### src/rtl/p2mac_pkg.sv
package p2mac_pkg;
  parameter int ACT_W     = 16;  // activation / result width
  parameter int FRAC_W    = 4;   // fractional bits of activation
  parameter int CODE_W    = 4;   // weight code width
  parameter int EXT_FRAC  = 6;   // extra fractional bits kept in a term
  parameter int ACC_W     = 24;  // running-sum width

  localparam int SEL_W    = CODE_W - 1;
  localparam int SH_W     = SEL_W;
  localparam int MAX_SEL  = (1 << SEL_W) - 1;
  localparam int PROD_W   = ACT_W + EXT_FRAC + 1;
  localparam int TERM_W   = PROD_W - EXT_FRAC;

  typedef struct packed {
    logic            zero;
    logic            neg;
    logic [SH_W-1:0] shamt;
  } wdec_t;
endpackage

### src/rtl/p2mac_decode.sv
module p2mac_decode
  import p2mac_pkg::*;
(
  input  logic [CODE_W-1:0] code,
  output wdec_t             dec
);
  logic [SEL_W-1:0] sel;

  always_comb begin
    sel       = code[SEL_W-1:0];
    dec.zero  = (sel == '0);
    dec.neg   = code[CODE_W-1];
    // selector MAX_SEL is a shift of zero; smaller selectors shift further
    dec.shamt = SH_W'(MAX_SEL) - sel;
  end
endmodule

### src/rtl/p2mac_term.sv
module p2mac_term
  import p2mac_pkg::*;
(
  input  logic signed [ACT_W-1:0] act,
  input  wdec_t                   dec,
  output logic signed [ACC_W-1:0] term
);
  logic signed [PROD_W-1:0] stg [SH_W+1];
  logic signed [PROD_W-1:0] signed_p;
  logic signed [TERM_W-1:0] floored;

  // activation with EXT_FRAC guard bits below and one sign bit above
  assign stg[0] = {act[ACT_W-1], act, {EXT_FRAC{1'b0}}};

  // logarithmic arithmetic right shifter, one stage per shift-amount bit
  genvar i;
  generate
    for (i = 0; i < SH_W; i++) begin : g_stage
      assign stg[i+1] = dec.shamt[i] ? (stg[i] >>> (1 << i)) : stg[i];
    end
  endgenerate

  always_comb begin
    signed_p = dec.neg ? -stg[SH_W] : stg[SH_W];
    // dropping the guard bits of a two's complement value floors it
    floored  = signed_p[PROD_W-1:EXT_FRAC];
    term     = dec.zero ? '0 : ACC_W'(floored);
  end
endmodule

### src/rtl/p2mac_accum.sv
module p2mac_accum
  import p2mac_pkg::*;
(
  input  logic                    clk,
  input  logic                    rst_n,
  input  logic                    take,
  input  logic                    first,
  input  logic                    final_pair,
  input  logic signed [ACC_W-1:0] term,
  output logic                    done,
  output logic signed [ACT_W-1:0] result
);
  localparam logic signed [ACC_W-1:0] SAT_HI = ACC_W'((1 << (ACT_W-1)) - 1);
  localparam logic signed [ACC_W-1:0] SAT_LO = -SAT_HI - ACC_W'(1);

  logic signed [ACC_W-1:0] acc_q, acc_next;
  logic signed [ACT_W-1:0] sat_v;

  always_comb begin
    acc_next = first ? term : acc_q + term;
    if (acc_next > SAT_HI)      sat_v = ACT_W'(SAT_HI);
    else if (acc_next < SAT_LO) sat_v = ACT_W'(SAT_LO);
    else                        sat_v = acc_next[ACT_W-1:0];
  end

  always_ff @(posedge clk or negedge rst_n) begin
    if (!rst_n) begin
      acc_q  <= '0;
      done   <= 1'b0;
      result <= '0;
    end else begin
      done <= take && final_pair;
      if (take) acc_q <= acc_next;
      if (take && final_pair) result <= sat_v;
    end
  end
endmodule

### src/rtl/pow2_shift_mac.sv
module pow2_shift_mac
  import p2mac_pkg::*;
(
  input  logic              clk,
  input  logic              rst_n,
  input  logic              in_valid,
  output logic              in_ready,
  input  logic              in_start,
  input  logic              in_last,
  input  logic [ACT_W-1:0]  in_act,
  input  logic [CODE_W-1:0] in_code,
  output logic              res_valid,
  output logic [ACT_W-1:0]  res_data
);
  wdec_t                   dec;
  logic signed [ACC_W-1:0] term;
  logic signed [ACT_W-1:0] result;
  logic                    take;

  assign in_ready = 1'b1;
  assign take     = in_valid && in_ready;

  p2mac_decode u_dec (
    .code (in_code),
    .dec  (dec)
  );

  p2mac_term u_term (
    .act  (in_act),
    .dec  (dec),
    .term (term)
  );

  p2mac_accum u_acc (
    .clk        (clk),
    .rst_n      (rst_n),
    .take       (take),
    .first      (in_start),
    .final_pair (in_last),
    .term       (term),
    .done       (res_valid),
    .result     (result)
  );

  assign res_data = result;
endmodule

### config.mk
export PLATFORM = sky130hd
export DESIGN_NAME = pow2_shift_mac
export DESIGN_NICKNAME = d
export VERILOG_FILES = /design/src/rtl/p2mac_pkg.sv /design/src/rtl/p2mac_decode.sv /design/src/rtl/p2mac_term.sv /design/src/rtl/p2mac_accum.sv /design/src/rtl/pow2_shift_mac.sv
export SDC_FILE = /design/constraint.sdc
export NUM_CORES = 1
export LEC_CHECK = 0
export BUFFER_PORTS_ARGS = -buffer_cell sky130_fd_sc_hd__buf_2
export CORE_MARGIN = 2
export CORE_UTILIZATION = 51
export CTS_CLUSTER_SIZE = 16
export DETAILED_ROUTE_END_ITERATION = 6
export PLACE_DENSITY = 0.7
export SKIP_LAST_GASP = 1
export SYNTH_ARGS = -nofsm -noshare
export SYNTH_HDL_FRONTEND = slang
export SYNTH_SLANG_ARGS = --single-unit
### constraint.sdc
create_clock -name clk -period 3.3 [get_ports clk]
set_clock_uncertainty 0.15 [all_clocks]
set_input_delay 0.33 -clock clk [delete_from_list [all_inputs] [get_ports clk]]
set_output_delay 0.33 -clock clk [all_outputs]
set_load 0.1 [all_outputs]
Yosys cells after proc, flatten, opt, wreduce, memory -nomap -nowiden. Cells that the tools add are included. W data, S select, Z words.

Register bits: 41. Output and inout port bits: 18. Word-level logic and storage cells: 18.

Add/subtract/negate cells: 3. Reductions and logical operators: 2. $lt $le $gt $ge: 2. Muxes and demuxes: 8.

Operators by type and width (count): $mux W21 (3); $mux W24 (2); $mux W16 (2); $add A24 B24 Y24 (1); $gt A24 B16 Y1 const B (1); $lt A24 B16 Y1 const B (1); $mux W23 (1); $neg A22 Y23 (1); $logic_not A3 Y1 (1); $sub A3 B3 Y3 const A (1); $logic_and A1 B1 Y1 (1).

Longest topological paths before layout. Gate-level depths: netlist (run 1).

Depth after elaboration: 12. Depth in mapped cells: 25. Mapped depth without buffers: 20.

Modules after synthesis. From an unflattened synthesis (run 1), not the netlist that was laid out.

Cell total of the unflattened synthesis: 667. Area total of the unflattened synthesis: 5158.7 um2.

By module, submodules not included: p2mac_accum (cells each 440, area an instance 3485.8 um2, instances 1, seq. area each 1026.0 um2); p2mac_term (cells each 220, area an instance 1632.8 um2, instances 1, seq. area each 0.0 um2); p2mac_decode (cells each 5, area an instance 28.8 um2, instances 1, seq. area each 0.0 um2); pow2_shift_mac (cells each 2, area an instance 11.3 um2, instances 1, seq. area each 0.0 um2).

Worst setup path after synthesis (run 1). OpenSTA, ideal clock, no wires.

Path kind: input port to flip-flop. Start: input in_code[0]. End: register u_acc.result[0]. Cell stages on the path: 23. Required time: 3.070 ns. Path buffers: 3. Slack: -1.634 ns. Arrival: 4.704 ns. Cell sequence: buf_6 > mux4_2 > nor4_2 > o221ai_2 > nor3_4 > nand3_2 > nor2_1 > a21oi_1 > xnor2_1 > nor2_1 > ha_1 > clkbuf_1 > and3_1 > nand2_1 > and3b_1 > o2111a_1 > nor2_1 > o311ai_0 > xnor2_2 > o21ai_2 > and2_1 > buf_6 > o22ai_2.

Longest elaborated chain between the ends: 12. Elaborated cells between the ends (all ways): 14. Classes of those cells: 3 x add/sub; 2 x order compare; 8 x mux; 1 x reduce/logical.

RTL lines: start, declared (line pow2_shift_mac.sv:11) `input logic [CODE_W-1:0] in_code,`; $sub A3 B3 Y3 (line p2mac_decode.sv:14) `dec.shamt = SH_W'(MAX_SEL) - sel;`; $mux W21 (3 in series) (line p2mac_term.sv:19) `assign stg[i+1] = dec.shamt[i] ? (stg[i] >>> (1 << i)) : stg[i];`; $neg A22 Y23 (line p2mac_term.sv:24) `signed_p = dec.neg ? -stg[SH_W] : stg[SH_W];`; $mux W23 (line p2mac_term.sv:24); $mux W24 * (line p2mac_term.sv:27) `term = dec.zero ? '0 : ACC_W'(floored);`; $add A24 B24 Y24 (line p2mac_accum.sv:20) `acc_next = first ? term : acc_q + term;`; $mux W24 * (line p2mac_accum.sv:20); $lt A24 B16 Y1 (line p2mac_accum.sv:22) `else if (acc_next < SAT_LO) sat_v = ACT_W'(SAT_LO);`; $mux W16 (line p2mac_accum.sv:22); $mux W16 * (line p2mac_accum.sv:21) `if (acc_next > SAT_HI) sat_v = ACT_W'(SAT_HI);`; end signal, assigned (line p2mac_accum.sv:34) `if (take && final_pair) result <= sat_v;`; end, declared (line p2mac_accum.sv:11) `output logic signed [ACT_W-1:0] result`.

Mark *: on every way between the ends. The rest lies on a longest branch, timed or not. A chain may end at the register's enable or synchronous reset.

Final worst setup path (run 1).
Start: input in_code[1]. End: register u_acc.result[2].

Longest elaborated chain between the ends: 11. Elaborated cells between the ends (all ways): 13. Classes of those cells: 3 x add/sub; 2 x order compare; 7 x mux; 1 x reduce/logical.

RTL lines (line): $sub A3 B3 Y3 (p2mac_decode.sv:14); $mux W21 (2 in series) (p2mac_term.sv:19); $neg A22 Y23 (p2mac_term.sv:24); $mux W23 (p2mac_term.sv:24); $mux W24 * (p2mac_term.sv:27); $add A24 B24 Y24 (p2mac_accum.sv:20); $mux W24 * (p2mac_accum.sv:20); $lt A24 B16 Y1 (p2mac_accum.sv:22); $mux W16 (p2mac_accum.sv:22); $mux W16 * (p2mac_accum.sv:21).

Marked as above.

==> impl_metrics.json, run 1 <==
{
  "avgViaCountPerCell": 7.42,
  "ys_seq_area_share_pct": 22.1,
  "ys_warn_count": 0,
  "worst_slew_pin_slew_ps": 935,
  "max_stage_delay_ps": 360,
  "holdCritPathClass": "primary input to async pin",
  "violations": "design-rule violations, negative setup slack",
  "cp_slowest_cell": "ha_1",
  "grt_setup_unrepaired": "yes",
  "crit_arrival_ps": 5270,
  "tritoncts.num_buffers": 5,
  "layout_min_cycle_time_ps": 5240,
  "clock_latency_ps": 300,
  "portBuffers": 41,
  "setup_ws_ps": -1940,
  "first_pass_iters": 7,
  "powerDensity_mw_per_mm2": 929,
  "netlist_instances": 552,
  "fp.dieArea_mm2": 0.00988,
  "avgRoutedWirePerCell_um": 28.4,
  "area_growth_pct": 68.1,
  "synth_top_area_share_pct": 22.1,
  "crit_chain": "buf_2 > buf_4 > inv_1 > buf_4 > buf_4 > mux4_2 > buf_6 > buf_4 > a31oi_1 > xor2_1 > nor2_1 > ha_1 > a21oi_1 > o211ai_1 > a21oi_2 > o21ai_1 > buf_4 > a311o_1 > nand3_2 > buf_6 > o211ai_1 > o21ai_2 > nand2_2 > o221a_1",
  "hold_viol": 0,
  "antenna_found_initial": 1,
  "fin_nets": 855,
  "drt-total-wl_um": 26000,
  "die_w_um": 99.4,
  "grt_overflow_total": 0,
  "path_common_cell": "buf_4",
  "synth_top_flop_cell": "dfrtp_1",
  "synthTopCellsByCount": "60 x nor2_1, 47 x a21oi_1, 45 x nand2_1",
  "slew_violations": 0,
  "synth_seq_cells": 41,
  "grt_pass1_wl_um": 31100,
  "r2r_cells": 13,
  "clock_path_buffers": 2,
  "drtIter0Drc": 794,
  "fp.dieH_um": 99.4,
  "peakVddDrop_mv": 0.776,
  "track_usage_pct": 39.5,
  "grt_max_degree": 42,
  "tns_ps": -54360,
  "synth_most_common_cell": "nor2_1",
  "clock_sinks": 41,
  "pin_count": 43,
  "fp-row-count": 34,
  "core_area_mm2": 0.00876,
  "cts_tree": "yes",
  "first_global_vias": 5933,
  "synthTopCellsByArea": "dfrtp_1 22%, ha_1 6.2%, a21oi_1 5.1%",
  "cts_root_buf": "clkbuf_8",
  "netlist_area_mm2": 0.00464,
  "finish.instance_area_mm2": 0.00780,
  "drive_gt1_share_pct": 58.1,
  "gp_congestion": 0.924,
  "endpoint_kind": "register",
  "slew_headroom_pct": 37.7,
  "crit_fanout": 19,
  "syn_avg_cell_area_um2": 8.41,
  "path_class": "primary input to register",
  "fin_crit_sh_pct": 159,
  "fin_util_pct": 89.1,
  "status": "complete, but fails checks",
  "critical_path_required_ps": 3330,
  "dp.final_hpwl_um": 11500,
  "setup_violations": 39,
  "leakagePower_nw": 3.48,
  "synth.net_count": 601,
  "drv_cap": 0,
  "clkTransAtPathRegs_ps": 90,
  "synth_edf_count": 0,
  "h-tree-depth": 2,
  "synth.distinct_cells": 78,
  "synth_area_leader_cell": "dfrtp_1",
  "num_vias": 6795,
  "start_util_pct": 53.0,
  "critical_path.startpoint": "in_code[1]",
  "r2r_start": "u_acc.acc_q[0]",
  "place_area_mm2": 0.00619,
  "route.detailed.drc": 7,
  "critPathLaunchType": "primary input",
  "ys_async_sr_fraction_pct": 100,
  "fmax_mhz": 191,
  "ant_nets": 0
}
-- critical path, delay by kind of cell --
kind / cells / cell delay [ps]
xor gates and xnor gates: 1 / 240
muxes: 1 / 340
adders and majority gates: 1 / 360
buffers and inverters: 9 / 1520
and+or+nand+nor: 3 / 380
AOI/OAI and AO/OA: 9 / 2070
-- through the flow --
stage | total power, mW | std cells | worst slack (ps) | hold WS (ps)
final | 7.25 | 916 | -1940 | 20.7
after global routing | 7.41 | 916 | -2030 | 104
after CTS | 5.91 | 893 | -1410 | 33.8
after detailed placement | 4.78 | 833 | -2110 | 328
after global placement | 4.67 | 833 | -1900 | 308
after floorplan | 3.46 | 552 | -1460 | -116
-- cells by family (layout without fill, tap and decap cells) --
family	Yosys count	after routing	synth area share [%]
AOI/OAI and AO/OA	186	187	28.3
xor gates and xnor gates	30	30	5.98
adders and majority gates	24	24	6.63
buffers and inverters	47	301	4.98
DFF	41	41	22.1
muxes	38	38	12.0
other	1	2	0.0808
and+or+nand+nor	185	185	19.9
-- cell type report --
| class | count | area, um2 |
|---|---|---|
| repair buffers | 283 | 2180 |
| well taps | 108 | 135 |
| clock buffers | 6 | 72.6 |
| inverters | 10 | 37.5 |
| diodes | 1 | 2.50 |
| multi-input cells | 465 | 4340 |
| fillers | 322 | 958 |
| flip-flops and latches | 41 | 1030 |
| clock inverters | 2 | 15.0 |
-- cell usage in the layout, fill, tap and decap left out, types with 11 or more instances in the layout --
master and count:
a21o_1 11, a21oi_1 27, a21oi_2 15, buf_2 39
buf_4 212, buf_6 28, dfrtp_1 41, ha_1 11
mux2i_1 13, mux4_2 12, nand2_1 38, nor2_1 46
o21ai_0 15, xnor2_2 11
-- final timing paths --
kind                                          to  slack, ps
worst min-delay path             u_acc.acc_q[19]         20
worst max-delay path             u_acc.result[2]      -1940
min in group clk                  u_acc.acc_q[7]        400
worst min register to register    u_acc.acc_q[7]        400
worst max register to register   u_acc.result[2]       -270
max in group asynchronous       u_acc.result[12]       2390
-- layer usage --
metal	global-route usage [%]	share of wire, %	vias to the layer above
met5	0	0	-
met1	46.2	31	3118
met3	6.75	12	334
li1	-	-	2587
met2	68.6	44	756
met4	21.9	13	0
-- state kept, by name, indices dropped and copies added, names as in the netlist --
| signal | cells |
|---|---|
| u_acc.done | 1 |
| u_acc.acc_q | 24 |
| u_acc.result | 16 |
-- where the power goes --
| group | internal [mW] | switching [mW] | total [mW] |
|---|---|---|---|
| Clock | 0.149 | 0.188 | 0.338 |
| Combinational | 2.58 | 3.36 | 5.95 |
| Sequential | 0.717 | 0.249 | 0.966 |
-- what timing repair did --
item | CTS | global route
setup buffers | 55 | 23
cloned | 1 | 0
setup endpoints to repair | 38 | 38
gates resized for setup | 119 | 90
pin swaps | 70 | 81
hold buffers | 0 | 0
No activity file was read; power rests on OpenSTA's default activity.
==> run 2, diff against run 1 <==
==> constraint.sdc (replaced) <==
create_clock -name clk -period 3.3 [get_ports clk]
set_clock_uncertainty 0.15 [all_clocks]
set_input_delay 0.165 -clock clk [delete_from_list [all_inputs] [get_ports clk]]
set_output_delay 0.165 -clock clk [all_outputs]
set_load 0.1 [all_outputs]
==> impl_metrics.json, run 2 (synthesis gave the netlist of run 1 again) <==
{
  "status": "complete, but fails checks",
  "violations": "design-rule violations, negative setup slack",
  "crit_fanout": 6,
  "critical_path_required_ps": 3330,
  "fin_crit_sh_pct": 164,
  "avgRoutedWirePerCell_um": 30.0,
  "clock_sinks": 41,
  "antenna_found_initial": 1,
  "tritoncts.num_buffers": 5,
  "largestRegisters": "u_acc.acc_q: 24 flops, u_acc.result: 16 flops, u_acc.done: 1 flops",
  "gp_congestion": 0.935,
  "crit_arrival_ps": 5440,
  "fp-row-count": 34,
  "leakagePower_nw": 3.35,
  "endpoint_kind": "register",
  "drtIter0Drc": 1583,
  "first_pass_iters": 7,
  "dp.final_hpwl_um": 11600,
  "powerDensity_mw_per_mm2": 934,
  "cp_slowest_cell": "mux4_2",
  "critPathLaunchType": "primary input",
  "regMostFlops": "u_acc.acc_q",
  "h-tree-depth": 2,
  "holdCritPathClass": "primary input to register",
  "start_util_pct": 53.0,
  "slew_violations": 0,
  "peakVddDrop_mv": 0.992,
  "portBuffers": 41,
  "fmax_mhz": 185,
  "track_usage_pct": 37.0,
  "layout_common_cells": "218 x buf_4, 49 x nor2_1, 41 x dfrtp_1, 39 x nand2_1, 38 x buf_2",
  "first_global_vias": 5996,
  "cts_tree": "yes",
  "grt_overflow_total": 0,
  "cp.buffers_inverters": 3,
  "setup_ws_ps": -2110,
  "grt_max_degree": 42,
  "num_vias": 7001,
  "cts_root_buf": "clkbuf_8",
  "drt-total-wl_um": 27200,
  "fp.dieArea_mm2": 0.00988,
  "fp.dieH_um": 99.4,
  "avgViaCountPerCell": 7.71,
  "drive_gt1_share_pct": 56.3,
  "layout_min_cycle_time_ps": 5410,
  "hold_viol": 0,
  "drv_cap": 0,
  "route.detailed.drc": 89,
  "clkTransAtPathRegs_ps": 80,
  "crit_family": "compound AO/OA/AOI/OAI gates",
  "slew_headroom_pct": 37.5,
  "path_class": "primary input to register",
  "tns_ps": -56180,
  "max_stage_delay_ps": 520,
  "largest_register_ffs": 24,
  "crit_chain": "buf_8 > mux4_2 > nor4_4 > o221ai_2 > nor3_4 > buf_6 > nand3_4 > nor2_2 > a21oi_1 > xnor2_1 > nor2_1 > ha_4 > a21oi_1 > nand3b_1 > buf_4 > o21ai_2 > a21oi_2 > mux2i_1 > o211ai_1 > o21ai_2 > nand2_2 > o221a_1",
  "setup_violations": 37,
  "worst_slew_pin_slew_ps": 937,
  "fin_nets": 847,
  "clock_latency_ps": 330,
  "ant_nets": 0,
  "area_growth_pct": 63.2,
  "layout_commonest_cell": "buf_4",
  "core_area_mm2": 0.00876,
  "p_total_mw": 7.08,
  "grt_setup_unrepaired": "yes",
  "pin_count": 43,
  "grt_pass1_wl_um": 29400,
  "die_w_um": 99.4,
  "clock_path_buffers": 2
}
==> run 2: worst paths after layout <==
kind                            slack (ps)             from          endpoint  cells after the start
worst max register to register        -570   u_acc.acc_q[0]  u_acc.result[14]                     13
max in group asynchronous             2040            rst_n  u_acc.result[11]                      2
worst max-delay path                 -2110       in_code[0]  u_acc.result[14]                     22
worst min-delay path                   250          in_last  u_acc.result[15]                      3
worst min register to register         390  u_acc.acc_q[19]   u_acc.acc_q[19]                      2
min in group asynchronous              360            rst_n   u_acc.acc_q[11]                      2
==> run 2: cell type report <==
cell class                 count  area (um2)
tap                          108         135
sequential                    41        1030
inverter                      10        37.5
clock inverter                 2        37.5
clock buffer                   6        82.6
timing repair buffer         275        2090
multi-input combinational    465        4170
antenna                        1        2.50
fill                         351        1180
==> run 2: per-layer routing <==
layer	up-vias	track usage, %	wire length (um)
met1	3068	41.9	8370
met4	2	20.3	3700
met2	899	66.7	11300
met5	-	0	17
met3	454	5.20	3790
li1	2578	-	-
==> run 2: stage by stage <==
| stage | utilization [%] | cells | setup WS [ps] | instance area (um2) | hold slack, ps |
|---|---|---|---|---|---|
| after floorplan | - | 552 | -1300 | 4740 | -281 |
| after global placement | 70.3 | 834 | -1820 | 6160 | 171 |
| after detailed placement | 70.3 | 834 | -1860 | 6160 | 192 |
| after CTS | 80.3 | 885 | -1190 | 7040 | 209 |
| after global routing | 86.5 | 908 | -2360 | 7580 | 265 |
| final | 86.5 | 908 | -2110 | 7580 | 249 |
==> run 2: worst reg2reg max path, delay by kind of cell, from the launching register on <==
| kind | cells | cell delay [ps] |
|---|---|---|
| AOI/OAI and AO/OA | 8 | 1850 |
| adders and majority gates | 2 | 630 |
| DFF | 1 | 440 |
| xor gates and xnor gates | 1 | 250 |
| buffers and inverters | 1 | 190 |
| and+or+nand+nor | 1 | 190 |
==> run 2: power by group <==
group	internal, mW	switching (mW)
clock network	0.247	0.215
registers	0.717	0.236
logic	2.30	3.36
total	3.26	3.82
==> run 2: repair_timing <==
item | 4_1_cts | 5_1_grt
hold endpoints to repair | 41 | 0
setup endpoints to repair | 36 | 36
gates resized for setup | 97 | 75
cloned | 2 | 0
buffers inserted | 42 | 23
hold buffers | 1 | 0
pin swaps | 67 | 66
==> run 3, diff against run 2 <==
--- a/config.mk
+++ b/config.mk
@@ -10,7 +10,7 @@
 export CORE_UTILIZATION = 51
 export CTS_CLUSTER_SIZE = 16
 export DETAILED_ROUTE_END_ITERATION = 6
-export PLACE_DENSITY = 0.7
+export PLACE_DENSITY = 0.73
 export SKIP_LAST_GASP = 1
 export SYNTH_ARGS = -nofsm -noshare
 export SYNTH_HDL_FRONTEND = slang
==> impl_metrics.json, run 3 (synthesis gave the netlist of run 1 again) <==
{
  "hold_slack_ps": 210,
  "fmax_mhz": 201,
  "largestRegisters": "u_acc.acc_q: 24 flops, u_acc.result: 16 flops, u_acc.done: 1 flops",
  "fillerInstances": 413,
  "dp_slack_ps": -1940,
  "antenna_found_initial": 0,
  "fp-row-count": 34,
  "area_growth_pct": 59.5,
  "status": "complete, but fails checks",
  "diodes": 0,
  "hold_viol": 0,
  "clkTransAtPathRegs_ps": 90,
  "clock_sinks": 41,
  "portBuffers": 41,
  "slew_headroom_pct": 36.4,
  "clock_path_buffers": 2,
  "critical_path_required_ps": 3390,
  "place_area_mm2": 0.00618,
  "drtIter0Drc": 790,
  "core_area_mm2": 0.00876,
  "grt_setup_unrepaired": "yes",
  "slew_violations": 0,
  "route.detailed.drc": 1,
  "worst_slew_pin_slew_ps": 954,
  "drv_cap": 0,
  "multi_input_area_mm2": 0.00409,
  "peakVddDrop_mv": 0.790,
  "cts_tree": "yes",
  "critPathLaunchType": "primary input",
  "avgRoutedWirePerCell_um": 25.4,
  "num_vias": 6349,
  "fin_crit_sh_pct": 151,
  "fin_util_pct": 84.5,
  "gp_congestion": 0.993,
  "setup_violations": 37,
  "die_w_um": 99.4,
  "crit_fanout": 5,
  "tns_ps": -44200,
  "first_pass_iters": 7,
  "layout_common_cells": "201 x buf_4, 49 x nor2_1, 41 x nand2_1, 41 x dfrtp_1, 40 x buf_2",
  "regMostFlops": "u_acc.acc_q",
  "pin_count": 43,
  "powerDensity_mw_per_mm2": 901,
  "whs_path_depth": 3,
  "grt_overflow_total": 0,
  "r2r_cells": 14,
  "dp.cells": 833,
  "clock_latency_ps": 320,
  "path_class": "primary input to register",
  "holdCritPathClass": "primary input to register",
  "drive_gt1_share_pct": 54.0,
  "cts_root_buf": "clkbuf_8",
  "layout_min_cycle_time_ps": 4970,
  "first_global_vias": 5709,
  "start_util_pct": 53.0,
  "track_usage_pct": 34.5,
  "leakagePower_nw": 3.28,
  "layout_commonest_cell": "buf_4",
  "finish.instance_area_mm2": 0.00741,
  "finalNonFillerCells": 893,
  "crit_arrival_ps": 5050,
  "setup_ws_ps": -1670,
  "largest_register_ffs": 24,
  "ant_nets": 0,
  "fin_nets": 833,
  "grt_max_degree": 42,
  "tritoncts.num_buffers": 5,
  "p_total_mw": 6.67,
  "grt_pass1_wl_um": 27500,
  "fp.dieArea_mm2": 0.00988,
  "regArea_mm2": 0.00103,
  "endpoint_kind": "register",
  "h-tree-depth": 2,
  "avgViaCountPerCell": 7.11,
  "drt-total-wl_um": 22700,
  "violations": "design-rule violations, negative setup slack",
  "dp.final_hpwl_um": 11400,
  "fp.dieH_um": 99.4
}
==> run 3: cell type report <==
cell class	instances	share of cell area (%)
Clock buffer	6	1.11
Tap cell	108	1.82
Multi-Input combinational cell	465	55.2
Clock inverter	2	0.507
Timing Repair Buffer	261	27.0
Sequential cell	41	13.9
Inverter	10	0.507
==> run 3: metal layers <==
metal	vias up	routed length [um]	share of wire, %	global-route usage (%)
met3	252	2560	11	5.06
li1	2553	-	-	-
met2	605	10400	46	61.2
met1	2939	7410	33	39.5
met4	0	2330	10	19.5
met5	-	0	0	0
==> run 3: timing repair <==
item                                    CTS  global route
hold endpoints to repair                 41             0
pin swaps                                42            49
setup buffers                            25            28
endpoints found under the setup margin   37            37
resized for setup                        74            85
cloned                                    0             2
hold buffers                              1             0
==> run 3: power by group <==
part	internal [mW]	switching, mW	total (mW)
clock network	0.246	0.207	0.453
registers	0.717	0.232	0.948
logic	2.23	3.04	5.27
total	3.19	3.48	6.67
==> run 3: critical path: stages <==
cell and delay, ps:
buf_2 120, mux4_2 500, nor4_4 310, o221ai_2 170, nor3_4 360, nand3_2 170
buf_6 170, o21ai_2 120, xnor2_1 100, nor2_1 180, ha_2 360, a21o_1 250
a221oi_2 390, o21a_4 240, a21o_1 140, a211oi_2 90, buf_4 160, o41ai_2 290
nand4_1 160, buf_4 180, o21a_2 240, o22ai_2 160
==> run 3: worst paths after layout <==
check                                       from               end  slack, ps
max in group asynchronous                  rst_n   u_acc.result[3]       2020
worst min-delay path                     in_last  u_acc.result[15]        210
worst max-delay path                   in_act[2]  u_acc.result[12]      -1670
worst min register to register  u_acc.result[15]  u_acc.result[15]        370
min in group asynchronous                  rst_n   u_acc.acc_q[18]        370
worst max register to register    u_acc.acc_q[0]  u_acc.result[12]       -230
